## src/rtl/noc_tg_pkg.sv

```systemverilog
package noc_tg_pkg;
  localparam int ADDR_W = 4;
  localparam int SEQ_W  = 8;
  localparam int LEN_W  = 4;
  localparam int FLIT_W = 32;
  localparam int NODES  = 1 << ADDR_W;

  typedef enum logic [1:0] {
    FT_BODY   = 2'b00,
    FT_HEAD   = 2'b01,
    FT_TAIL   = 2'b10,
    FT_SINGLE = 2'b11
  } ftype_e;

  typedef logic [FLIT_W-1:0] flit_t;

  function automatic flit_t mk_head(ftype_e t, logic [ADDR_W-1:0] dst,
                                    logic [ADDR_W-1:0] src,
                                    logic [SEQ_W-1:0] seq,
                                    logic [LEN_W-1:0] len);
    return {t, dst, src, seq, len, 10'd0};
  endfunction

  function automatic flit_t mk_body(ftype_e t, logic [ADDR_W-1:0] src,
                                    logic [SEQ_W-1:0] seq,
                                    logic [LEN_W-1:0] idx);
    return {t, src, seq, idx, ~seq, ~src, 2'b00};
  endfunction
endpackage

```

## src/rtl/noc_tg_lfsr.sv

```systemverilog
module noc_tg_lfsr #(
  parameter int W = 24,
  parameter logic [W-1:0] TAPS = 24'hE10000,
  parameter logic [W-1:0] SEED = 24'h5A3C71
) (
  input  logic         clk,
  input  logic         rst,
  output logic [W-1:0] state
);
  // Galois form, shifting right; a zero seed is replaced so the register never locks.
  localparam logic [W-1:0] START = (SEED == '0) ? {{(W-1){1'b0}}, 1'b1} : SEED;

  always_ff @(posedge clk) begin
    if (rst)           state <= START;
    else if (state[0]) state <= (state >> 1) ^ TAPS;
    else               state <= state >> 1;
  end
endmodule

```

## src/rtl/noc_tg_source.sv

```systemverilog
module noc_tg_source
  import noc_tg_pkg::*;
#(
  parameter int MAX_LEN = 10,
  parameter int RATE_W  = 8,
  parameter logic [3*RATE_W-1:0] TAPS = 24'hE10000,
  parameter logic [3*RATE_W-1:0] SEED = 24'h5A3C71
) (
  input  logic              clk,
  input  logic              rst,
  input  logic [ADDR_W-1:0] node_id,
  input  logic              pattern_sel,
  input  logic [RATE_W-1:0] inj_rate,
  input  logic              tx_ready,
  output logic              tx_valid,
  output flit_t             tx_flit
);
  localparam int RND_W  = RATE_W;
  localparam int LFSR_W = 3 * RND_W;
  localparam int LP_W   = RND_W + LEN_W;
  localparam int DP_W   = RND_W + ADDR_W;

  logic [LFSR_W-1:0] rnd;
  logic [RND_W-1:0]  r_inj, r_len, r_dst;
  logic [LP_W-1:0]   len_prod;
  logic [DP_W-1:0]   dst_prod;
  logic [LEN_W-1:0]  new_len;
  logic [ADDR_W-1:0] new_dst;
  logic              start;

  logic [LEN_W-1:0]  cur_len, cur_idx, nxt_idx;
  logic [SEQ_W-1:0]  seq_ctr;
  logic [ADDR_W-1:0] lat_src;

  noc_tg_lfsr #(.W(LFSR_W), .TAPS(TAPS), .SEED(SEED)) u_lfsr (
    .clk(clk), .rst(rst), .state(rnd)
  );

  assign r_inj = rnd[RND_W-1:0];
  assign r_len = rnd[2*RND_W-1:RND_W];
  assign r_dst = rnd[3*RND_W-1:2*RND_W];

  // Scale a random byte into 0..MAX_LEN-1 and 0..NODES-2 by multiply and shift.
  assign len_prod = {{LEN_W{1'b0}}, r_len} * LP_W'(MAX_LEN);
  assign dst_prod = {{ADDR_W{1'b0}}, r_dst} * DP_W'(NODES - 1);
  assign new_len  = len_prod[RND_W +: LEN_W] + 1'b1;
  assign new_dst  = pattern_sel ? ~node_id
                                : node_id + dst_prod[RND_W +: ADDR_W] + 1'b1;
  assign start    = (r_inj < inj_rate);
  assign nxt_idx  = cur_idx + 1'b1;

  always_ff @(posedge clk) begin
    if (rst) begin
      tx_valid <= 1'b0;
      tx_flit  <= '0;
      cur_len  <= '0;
      cur_idx  <= '0;
      seq_ctr  <= '0;
      lat_src  <= '0;
    end else if (!tx_valid) begin
      if (start) begin
        tx_valid <= 1'b1;
        cur_len  <= new_len;
        cur_idx  <= '0;
        lat_src  <= node_id;
        tx_flit  <= mk_head((new_len == LEN_W'(1)) ? FT_SINGLE : FT_HEAD,
                            new_dst, node_id, seq_ctr, new_len);
      end
    end else if (tx_ready) begin
      if (cur_idx == cur_len - 1'b1) begin
        tx_valid <= 1'b0;
        seq_ctr  <= seq_ctr + 1'b1;
      end else begin
        cur_idx <= nxt_idx;
        tx_flit <= mk_body((nxt_idx == cur_len - 1'b1) ? FT_TAIL : FT_BODY,
                           lat_src, seq_ctr, nxt_idx);
      end
    end
  end

  // a stalled flit is neither dropped nor altered.
  p_hold_r7: assert property (@(posedge clk) disable iff (rst)
    tx_valid && !tx_ready |=> tx_valid && $stable(tx_flit));

  // a zero rate keeps an idle source idle.
  p_quiet_r2: assert property (@(posedge clk) disable iff (rst)
    !tx_valid && inj_rate == '0 |=> !tx_valid);

  // the complement pattern inverts the node address.
  p_cmpl_r5: assert property (@(posedge clk) disable iff (rst)
    $rose(tx_valid) && $past(pattern_sel) |-> tx_flit[29:26] == ~$past(node_id));

  // the uniform pattern never targets the node itself.
  p_notself_r4: assert property (@(posedge clk) disable iff (rst)
    $rose(tx_valid) && !$past(pattern_sel) |-> tx_flit[29:26] != $past(node_id));

  // header length stays within 1..MAX_LEN.
  p_len_r3: assert property (@(posedge clk) disable iff (rst)
    $rose(tx_valid) |-> tx_flit[13:10] >= LEN_W'(1) && tx_flit[13:10] <= LEN_W'(MAX_LEN));
endmodule

```

## src/rtl/noc_tg_checker.sv

```systemverilog
module noc_tg_checker
  import noc_tg_pkg::*;
#(
  parameter int MAX_LEN = 10,
  parameter int CNT_W   = 16
) (
  input  logic             clk,
  input  logic             rst,
  input  logic             rx_valid,
  input  flit_t            rx_flit,
  output logic [CNT_W-1:0] good_cnt,
  output logic [CNT_W-1:0] lost_cnt,
  output logic [CNT_W-1:0] bad_cnt
);
  logic [SEQ_W-1:0] exp_seq [NODES];

  logic              open_q, bad_q;
  logic [ADDR_W-1:0] src_q;
  logic [SEQ_W-1:0]  seq_q;
  logic [LEN_W-1:0]  len_q, idx_q;

  ftype_e            ftype;
  logic              is_head;
  logic [ADDR_W-1:0] h_src;
  logic [SEQ_W-1:0]  h_seq, diff;
  logic [LEN_W-1:0]  h_len;
  logic              behind, h_bad, b_bad;
  flit_t             exp_flit;
  logic              good_inc;
  logic [1:0]        bad_inc;
  logic [SEQ_W-1:0]  lost_add;

  always_comb begin
    ftype    = ftype_e'(rx_flit[31:30]);
    is_head  = (ftype == FT_HEAD) || (ftype == FT_SINGLE);
    h_src    = rx_flit[25:22];
    h_seq    = rx_flit[21:14];
    h_len    = rx_flit[13:10];
    diff     = h_seq - exp_seq[h_src];
    behind   = diff[SEQ_W-1];
    h_bad    = behind || (h_len == '0) || (h_len > LEN_W'(MAX_LEN)) ||
               (rx_flit[9:0] != '0) ||
               ((ftype == FT_SINGLE) != (h_len == LEN_W'(1)));
    exp_flit = mk_body((idx_q == len_q - 1'b1) ? FT_TAIL : FT_BODY, src_q, seq_q, idx_q);
    b_bad    = (rx_flit != exp_flit);

    good_inc = 1'b0;
    bad_inc  = 2'd0;
    lost_add = '0;
    if (rx_valid) begin
      if (is_head) begin
        if (open_q) bad_inc = bad_inc + 2'd1;
        if (!behind) lost_add = diff;
        if (ftype == FT_SINGLE) begin
          if (h_bad) bad_inc = bad_inc + 2'd1;
          else       good_inc = 1'b1;
        end
      end else if (!open_q) begin
        bad_inc = 2'd1;
      end else if (ftype == FT_TAIL) begin
        if (bad_q || b_bad) bad_inc = 2'd1;
        else                good_inc = 1'b1;
      end
    end
  end

  always_ff @(posedge clk) begin
    if (rst) begin
      for (int i = 0; i < NODES; i++) exp_seq[i] <= '0;
    end else if (rx_valid && is_head && !behind) begin
      exp_seq[h_src] <= h_seq + 1'b1;
    end
  end

  always_ff @(posedge clk) begin
    if (rst) begin
      open_q   <= 1'b0;
      bad_q    <= 1'b0;
      src_q    <= '0;
      seq_q    <= '0;
      len_q    <= '0;
      idx_q    <= '0;
      good_cnt <= '0;
      lost_cnt <= '0;
      bad_cnt  <= '0;
    end else begin
      if (rx_valid) begin
        if (is_head) begin
          open_q <= (ftype == FT_HEAD);
          bad_q  <= h_bad;
          src_q  <= h_src;
          seq_q  <= h_seq;
          len_q  <= h_len;
          idx_q  <= LEN_W'(1);
        end else if (open_q) begin
          if (ftype == FT_TAIL) open_q <= 1'b0;
          idx_q <= idx_q + 1'b1;
          bad_q <= bad_q | b_bad;
        end
      end
      good_cnt <= good_cnt + CNT_W'(good_inc);
      bad_cnt  <= bad_cnt + CNT_W'(bad_inc);
      lost_cnt <= lost_cnt + CNT_W'(lost_add);
    end
  end

  // counters move only after an arriving flit.
  p_still_r13: assert property (@(posedge clk) disable iff (rst)
    !rx_valid |=> $stable(good_cnt) && $stable(lost_cnt) && $stable(bad_cnt));

  // at most one intact packet completes per flit.
  p_good_step_r8: assert property (@(posedge clk) disable iff (rst)
    rx_valid |=> good_cnt == $past(good_cnt) || good_cnt == $past(good_cnt) + 1'b1);

  // one flit can condemn at most the cut-off packet and itself.
  p_bad_step_r12: assert property (@(posedge clk) disable iff (rst)
    rx_valid |=> bad_cnt - $past(bad_cnt) <= CNT_W'(2));
endmodule

```

## src/rtl/noc_traffic_node.sv

```systemverilog
module noc_traffic_node
  import noc_tg_pkg::*;
#(
  parameter int MAX_LEN = 10,
  parameter int RATE_W  = 8,
  parameter int CNT_W   = 16,
  parameter logic [3*RATE_W-1:0] TAPS = 24'hE10000,
  parameter logic [3*RATE_W-1:0] SEED = 24'h5A3C71
) (
  input  logic              clk,
  input  logic              rst,
  input  logic [3:0]        node_id,
  input  logic              pattern_sel,
  input  logic [RATE_W-1:0] inj_rate,
  output logic              tx_valid,
  input  logic              tx_ready,
  output logic [31:0]       tx_flit,
  input  logic              rx_valid,
  input  logic [31:0]       rx_flit,
  output logic [CNT_W-1:0]  good_pkts,
  output logic [CNT_W-1:0]  lost_pkts,
  output logic [CNT_W-1:0]  bad_pkts
);
  noc_tg_source #(
    .MAX_LEN(MAX_LEN), .RATE_W(RATE_W), .TAPS(TAPS), .SEED(SEED)
  ) u_src (
    .clk(clk), .rst(rst), .node_id(node_id), .pattern_sel(pattern_sel),
    .inj_rate(inj_rate), .tx_ready(tx_ready), .tx_valid(tx_valid), .tx_flit(tx_flit)
  );

  noc_tg_checker #(.MAX_LEN(MAX_LEN), .CNT_W(CNT_W)) u_chk (
    .clk(clk), .rst(rst), .rx_valid(rx_valid), .rx_flit(rx_flit),
    .good_cnt(good_pkts), .lost_cnt(lost_pkts), .bad_cnt(bad_pkts)
  );

  // nothing is offered and nothing is counted right after reset.
  p_reset_r1: assert property (@(posedge clk)
    $past(rst) |-> !tx_valid && good_pkts == '0 && lost_pkts == '0 && bad_pkts == '0);
endmodule

```

## config.mk

```make
export PLATFORM = sky130hd
export DESIGN_NAME = noc_traffic_node
export DESIGN_NICKNAME = d
export VERILOG_FILES = /design/src/rtl/noc_tg_pkg.sv /design/src/rtl/noc_tg_lfsr.sv /design/src/rtl/noc_tg_source.sv /design/src/rtl/noc_tg_checker.sv /design/src/rtl/noc_traffic_node.sv
export SDC_FILE = /design/constraint.sdc
export NUM_CORES = 1
export LEC_CHECK = 0
export BUFFER_PORTS_ARGS = -buffer_cell sky130_fd_sc_hd__buf_2
export CAP_MARGIN = 40
export CORE_MARGIN = 1.5
export CORE_UTILIZATION = 64
export DETAILED_ROUTE_END_ITERATION = 10
export PLACE_DENSITY = 0.85
export SYNTH_ARGS = -nofsm -noshare
export SYNTH_HDL_FRONTEND = slang
export SYNTH_SLANG_ARGS = --single-unit
export TNS_END_PERCENT = 50
```

## constraint.sdc

```tcl
create_clock -name clk -period 16.39 [get_ports clk]
set_input_delay 0.8195 -clock clk [delete_from_list [all_inputs] [get_ports clk]]
set_output_delay 0.8195 -clock clk [all_outputs]
set_load 0.03 [all_outputs]
```

Word-level counts from Yosys, hierarchy flattened. Memories as Yosys holds them, arrays and structs flattened. Cells that the tools add are included.

Magnitude comparators: 2. Add/sub/neg operators: 14. Multiply operators: 2. Bitwise logic cells: 9. Reductions and logical operators: 20. Eq/ne operators: 12. Muxes and demuxes: 52.

Operator list (count): 2-to-1 mux 32 bit (4); 2-to-1 mux 4 bit (8); != test 32 bit (1); 2-to-1 mux 1 bit (24); 2-to-1 mux 8 bit (3); 2-to-1 mux 23 bit (1); 2-to-1 mux 2 bit (11); adder 16 x 1 -> 16 bit (1); adder 16 x 2 -> 16 bit (1); adder 16 x 8 -> 16 bit (1); adder 4 x 1 -> 4 bit, second input constant (4); adder 8 x 1 -> 8 bit, second input constant (2); inverter 8 bit (2); equality test 4 bit (3); multiplier 8 x 4 -> 12 bit, second input constant (1); inverter 4 bit (3); multiplier 8 x 3 -> 11 bit, second input constant (1); nonzero test 10 bit (1); equality test 4 x 1 -> 1 bit, second input constant (2); < comparator 8 bit (1); OR reduction 8 bit (1); subtractor 4 x 1 -> 4 bit, second input constant (2); subtractor 8 bit (1); 2-to-1 mux 7 bit (1); 18 further kinds (31).

Memory bits (writable): 128. Input port bits: 49. Logic and storage cells: 129. Memories: 1. Output and inout bits: 81. Register bits after elaboration: 147.

Memories: u_chk.exp_seq (words 16, bits a word 8, read ports 1, clocked after memory_dff 0, wr ports 16, RTL line noc_tg_checker.sv:15) `logic [SEQ_W-1:0] exp_seq [NODES];`.

Depth between registers and ports, before layout.
Word-level depth: 11. Mapped depth: 23. Mapped depth without buffers: 20.

Modules after synthesis. A second synthesis with hierarchy kept.

Cell total of the unflattened synthesis: 1347. Area total of the unflattened synthesis: 14164.8 µm².

Modules (own cells, without submodules): noc_tg_checker (area each 9788.1 µm², sequential area each 5245.0 µm², instances 1, cells an instance 888); noc_tg_source (area each 3697.3 µm², sequential area each 1021.0 µm², instances 1, cells an instance 406); noc_tg_lfsr (area each 679.4 µm², sequential area each 480.5 µm², instances 1, cells an instance 53).

Worst setup path before layout. No wires, ideal clock.

Path type: input port to flip-flop. Start: in rx_flit[22]. End: reg u_chk.lost_cnt[11]. Required time: 16.262 ns. Stages: 20. Buffers on the path: 2. Setup time: 0.128 ns. Slack: 10.263 ns. Arrival time: 5.999 ns. Path through: buf_6 -> buf_1 -> mux4_2 -> mux4_2 -> inv_1 -> ha_1 -> nor2b_1 -> o21a_1 -> o21ai_0 -> a21oi_1 -> xnor2_4 -> and3_1 -> ha_1 -> a21o_1 -> a21oi_1 -> o21bai_1 -> a2111oi_0 -> nor4bb_1 -> xnor2_1 -> nor2_1.

Cells in the longest elaborated chain, start to end: 6.

RTL lines: start: declaration (RTL line noc_traffic_node.sv:19) `input logic [31:0] rx_flit,`; memory read (16 x 8 bit); subtractor 8 bit (RTL line noc_tg_checker.sv:39) `diff = h_seq - exp_seq[h_src];`; 2-to-1 mux 7 bit (RTL line noc_tg_checker.sv:53) `if (!behind) lost_add = diff;`; 2-to-1 mux 8 bit (RTL line noc_tg_checker.sv:51) `if (is_head) begin`; 2-to-1 mux 8 bit (RTL line noc_tg_checker.sv:50) `if (rx_valid) begin`; adder 16 x 8 -> 16 bit (RTL line noc_tg_checker.sv:103) `lost_cnt <= lost_cnt + CNT_W'(lost_add);`; end signal: assignment (RTL line noc_tg_checker.sv:103); end: declaration (RTL line noc_tg_checker.sv:12) `output logic [CNT_W-1:0] lost_cnt,`.

No other way between the ends. A chain may end at the register's enable or synchronous reset.

Worst setup path in the final report.
Start: in rx_flit[22]. End: reg u_chk.lost_cnt[14].

Same word-level chain as after synthesis.

==> run_results.csv <==
group,metric,value,unit
run_status,status,"complete, no violations",
synthesis,synth_top_area_share,0.2789,
clocking,cts_setup_buffers,0,
timing,slew_violations,0,
clocking,cts.clk_slew.worst_paths,0.06,ns
timing,layout_min_cycle_time,5.779,ns
setup_path,cp_cell_sequence,"buf_2 -> buf_4 -> mux4_2 -> mux4_2 -> inv_1 -> ha_1 -> nor2b_1 -> o21a_1 -> o21ai_0 -> a21oi_1 -> xnor2_4 -> nand2_1 -> nor2_1 -> ha_1 -> fa_1 -> a21o_1 -> a21oi_1 -> o21ba_2 -> o21ai_0 -> nand4_1 -> xor2_1 -> nor2_1",
synthesis,synth_edf_count,128,
synthesis,synth_xor_xnor_area_share,0.06890,
power,ir_drop,0.00008139,V
synthesis,synth_flop_cell,"dfxtp_1",
synthesis,synth_cells,1301,
grt,grt_pass1_vias,10070,
detailed_routing,avgViaCountPerCell,6.078,
floorplan,die_area,22430,um2
floorplan,rows,53,
detailed_routing,routedWlPerCell,19.24,um
setup_path,required,16.79,ns
setup_path,slowest_stage,"mux4_2",
timing,rsz0062_at_grt,"false",
cells_and_area,insertedDiodeCount,0,
detailed_routing,vias,10310,
grt,grt_pass1_wl,51.39,mm
cells_and_area,instances_no_fill,1696,
timing,totalNegativeSetupSlack,0,ns
synthesis,synth_area,13780,um2
setup_path,setup.worst_path.class,"in2reg",
place,dp_hpwl,21.74,mm
synthesis,ys_seq_elements,273,
setup_path,ff2ff_setup_slack,11.29,ns
floorplan,die_w,149.8,um
synthesis,synth_area_per_cell,10.59,um2
synthesis,yosysMostFrequentCell,"nor2_1",
min_path,hold_end,"u_src.u_lfsr.state[0]",
clocking,cts_buffers,28,
timing,fin_skew,0.01531,ns
clocking,clock-sinks,273,
synthesis,ys_warn_count,0,
clocking,worstSkewPairLatency,0.55,ns
synthesis,synth_top_family_by_area,"simple AND/OR/NAND/NOR gates",
timing,holdWs,0.4434,ns
timing,finalHoldViolations,0,
detailed_routing,drc,0,
timing,setup_viol_count_final,0,
timing,fin_crit_sh,0.3526,
synthesis,yosys-top-cells-area,"edfxtp_1 28%, dfxtp_1 21%, mux4_2 6.5%, ha_1 5.6%, nor2_1 4.8%",
grt,grt_max_degree,91,
setup_path,critPathLaunchType,"input pin",
floorplan,die_y,149.8,um
grt,gr-total-overflow,0,
setup_path,worstReg2RegStart,"u_chk.exp_seq[6][1]",
setup_path,crit_path_max_incr_delay,0.61,ns
synthesis,yosys.area.top_type,"edfxtp_1",
setup_path,end_kind,"flop",
place,pre_cts_slack,10.14,ns
place,io_buffer_count,127,
detailed_routing,drtAntennaViolNets,0,
detailed_routing,routed_wl,32.62,mm
setup_path,r2r_cells,20,
synthesis,yosysUniqueCellTypes,65,
floorplan,core,21090,um2
synthesis,ys_seq_area_frac,0.4895,
timing,tightest_slew,0.8872,ns
grt,grt.total_usage,0.2920,
synthesis,synth_fa_ha_area_frac,0.07952,
timing,max_clock_freq,173.0,MHz
cells_and_area,drive_gt1_frac,0.1759,
synthesis,netlist_top_cells_count,"178 x nor2_1, 145 x dfxtp_1, 128 x edfxtp_1",
setup_path,crit_family,"compound AO/OA/AOI/OAI gates",
power,leakage,6.147,nW
run,cap_violations,0,
timing,slew_headroom,0.4065,
synthesis,ys_async_sr_fraction,0,
detailed_routing,drt-initial-drc-count,702,
cells_and_area,nets,1526,
power,power_density,112.9,nW/um2
min_path,min_from,"u_src.u_lfsr.state[1]",
min_path,hp-class,"reg2reg",
floorplan,start_util,0.6536,
clocking,htree_levels,1,
setup_path,arrival,6.18,ns
detailed_routing,firstDrtPassIters,5,
clocking,cts_buffer_depth,3,
synthesis,muxShareOfSynthArea,0.06609,
min_path,whs_path_depth,1,
place,place_congestion,0.8340,
clocking,root_buffer,"clkbuf_16",
synthesis,synth-compound-area-share,0.08206,
synthesis,post_synth_and_or_nand_nor_area_fraction,0.1762,
clocking,cts_tree,"yes",
clocking,ctsHoldBuffers,0,
cells_and_area,area_growth,12.14,%
floorplan,ios,130,
setup_path,cp_max_fo,39,
setup_path,rr_endpoint,"u_chk.lost_cnt[14]",
place,placed_cells,1642,
clocking,cts-resized-gates,0,
setup_path,path_buf_inv,3,
timing,finalWorstSetupSlack,10.61,ns
grt,antenna_found_initial,0,
-- worst register-to-register path, cell delays in order (launching register included) --
cell and delay (ns):
edfxtp_1 0.43, mux4_2 0.48, mux4_2 0.47, inv_1 0.11
ha_1 0.23, nor2b_1 0.13, o21a_1 0.17, o21ai_0 0.27
a21oi_1 0.21, xnor2_4 0.39, nand2_1 0.23, nor2_1 0.16
ha_1 0.20, fa_1 0.23, a21o_1 0.14, a21oi_1 0.12
o21ba_2 0.22, o21ai_0 0.39, nand4_1 0.17, xor2_1 0.16
nor2_1 0.05
-- power breakdown --
part,leakage [nW],switching [mW],internal [mW]
Sequential,2.51,0.0244,0.746
Combinational,3.19,0.202,0.137
Clock,0.451,0.265,0.370
Total,6.15,0.491,1.25
-- metal layers --
layer,share of wire,GRT usage
met1,0.40,0.3736
met2,0.50,0.5041
met3,0.071,0.03841
met4,0.035,0.1157
met5,0,0
-- worst max path at each step --
stage / startpoint / to / slack, ns / cells past startpoint
floorplan: rx_flit[22] / u_chk.lost_cnt[11] / 10.26 / 20
CTS: rx_flit[22] / u_chk.lost_cnt[14] / 10.66 / 22
global placement: rx_flit[22] / u_chk.lost_cnt[14] / 10.30 / 22
finish: rx_flit[22] / u_chk.lost_cnt[14] / 10.61 / 22
global route: rx_flit[22] / u_chk.lost_cnt[10] / 10.26 / 22
detailed placement: rx_flit[22] / u_chk.lost_cnt[11] / 10.14 / 21
-- sequential cells by signal, summed over array words and instances, names as in the netlist, 4 cells and up --
| register | count |
|---|---|
| u_chk.bad_cnt | 16 |
| u_src.cur_idx | 4 |
| u_src.lat_src | 4 |
| u_chk.good_cnt | 16 |
| u_src.seq_ctr | 8 |
| u_chk.exp_seq | 128 |
| u_chk.src_q | 4 |
| u_chk.idx_q | 4 |
| u_chk.len_q | 4 |
| u_src.tx_flit | 30 |
| u_chk.lost_cnt | 16 |
| u_chk.seq_q | 8 |
| u_src.u_lfsr.state | 24 |
| u_src.cur_len | 4 |
-- placed cells by master, fill, tap and decap left out, drive strengths merged, types with 15 or more instances in the layout --
cell,instances
a21oi,73
and3,15
buf,141
clkbuf,39
dfxtp,145
edfxtp,128
fa,16
ha,62
inv,44
mux4,40
nand2,120
nand2b,18
nand3,29
nand4,16
nor2,178
nor2b,27
nor3,57
o21ai,26
o21bai,19
xnor2,46
xor2,53
-- metrics by stage --
step	total power [mW]	utilization	cell area [um2]
after global routing	1.815	0.7329	15460
final	1.744	0.7329	15460
after CTS	1.748	0.7322	15440
after detailed placement	1.117	0.6886	14520
after floorplan	1.032	-	13790
after global placement	1.103	0.6873	14490
-- cell type report --
| cell class | instances | area (um2) |
|---|---|---|
| clock buffer | 39 | 793.3 |
| clock inverter | 13 | 127.6 |
| fill | 1426 | 5632 |
| inverter | 44 | 165.2 |
| multi-input combinational | 911 | 6524 |
| sequential | 273 | 6746 |
| tap | 275 | 344.1 |
| timing repair buffer | 141 | 755.7 |
-- kinds of logic (layout without fill, tap and decap cells) --
kind of cell / count (synthesis) / count (layout)
mux: 41 / 41
other cells: 1 / 2
fa+ha+maj: 78 / 78
buf+inv: 118 / 237
simple gates: 509 / 509
compound gates: 180 / 180
xor+xnor: 101 / 101
flops: 273 / 273
(Power assumes the default switching activity.)
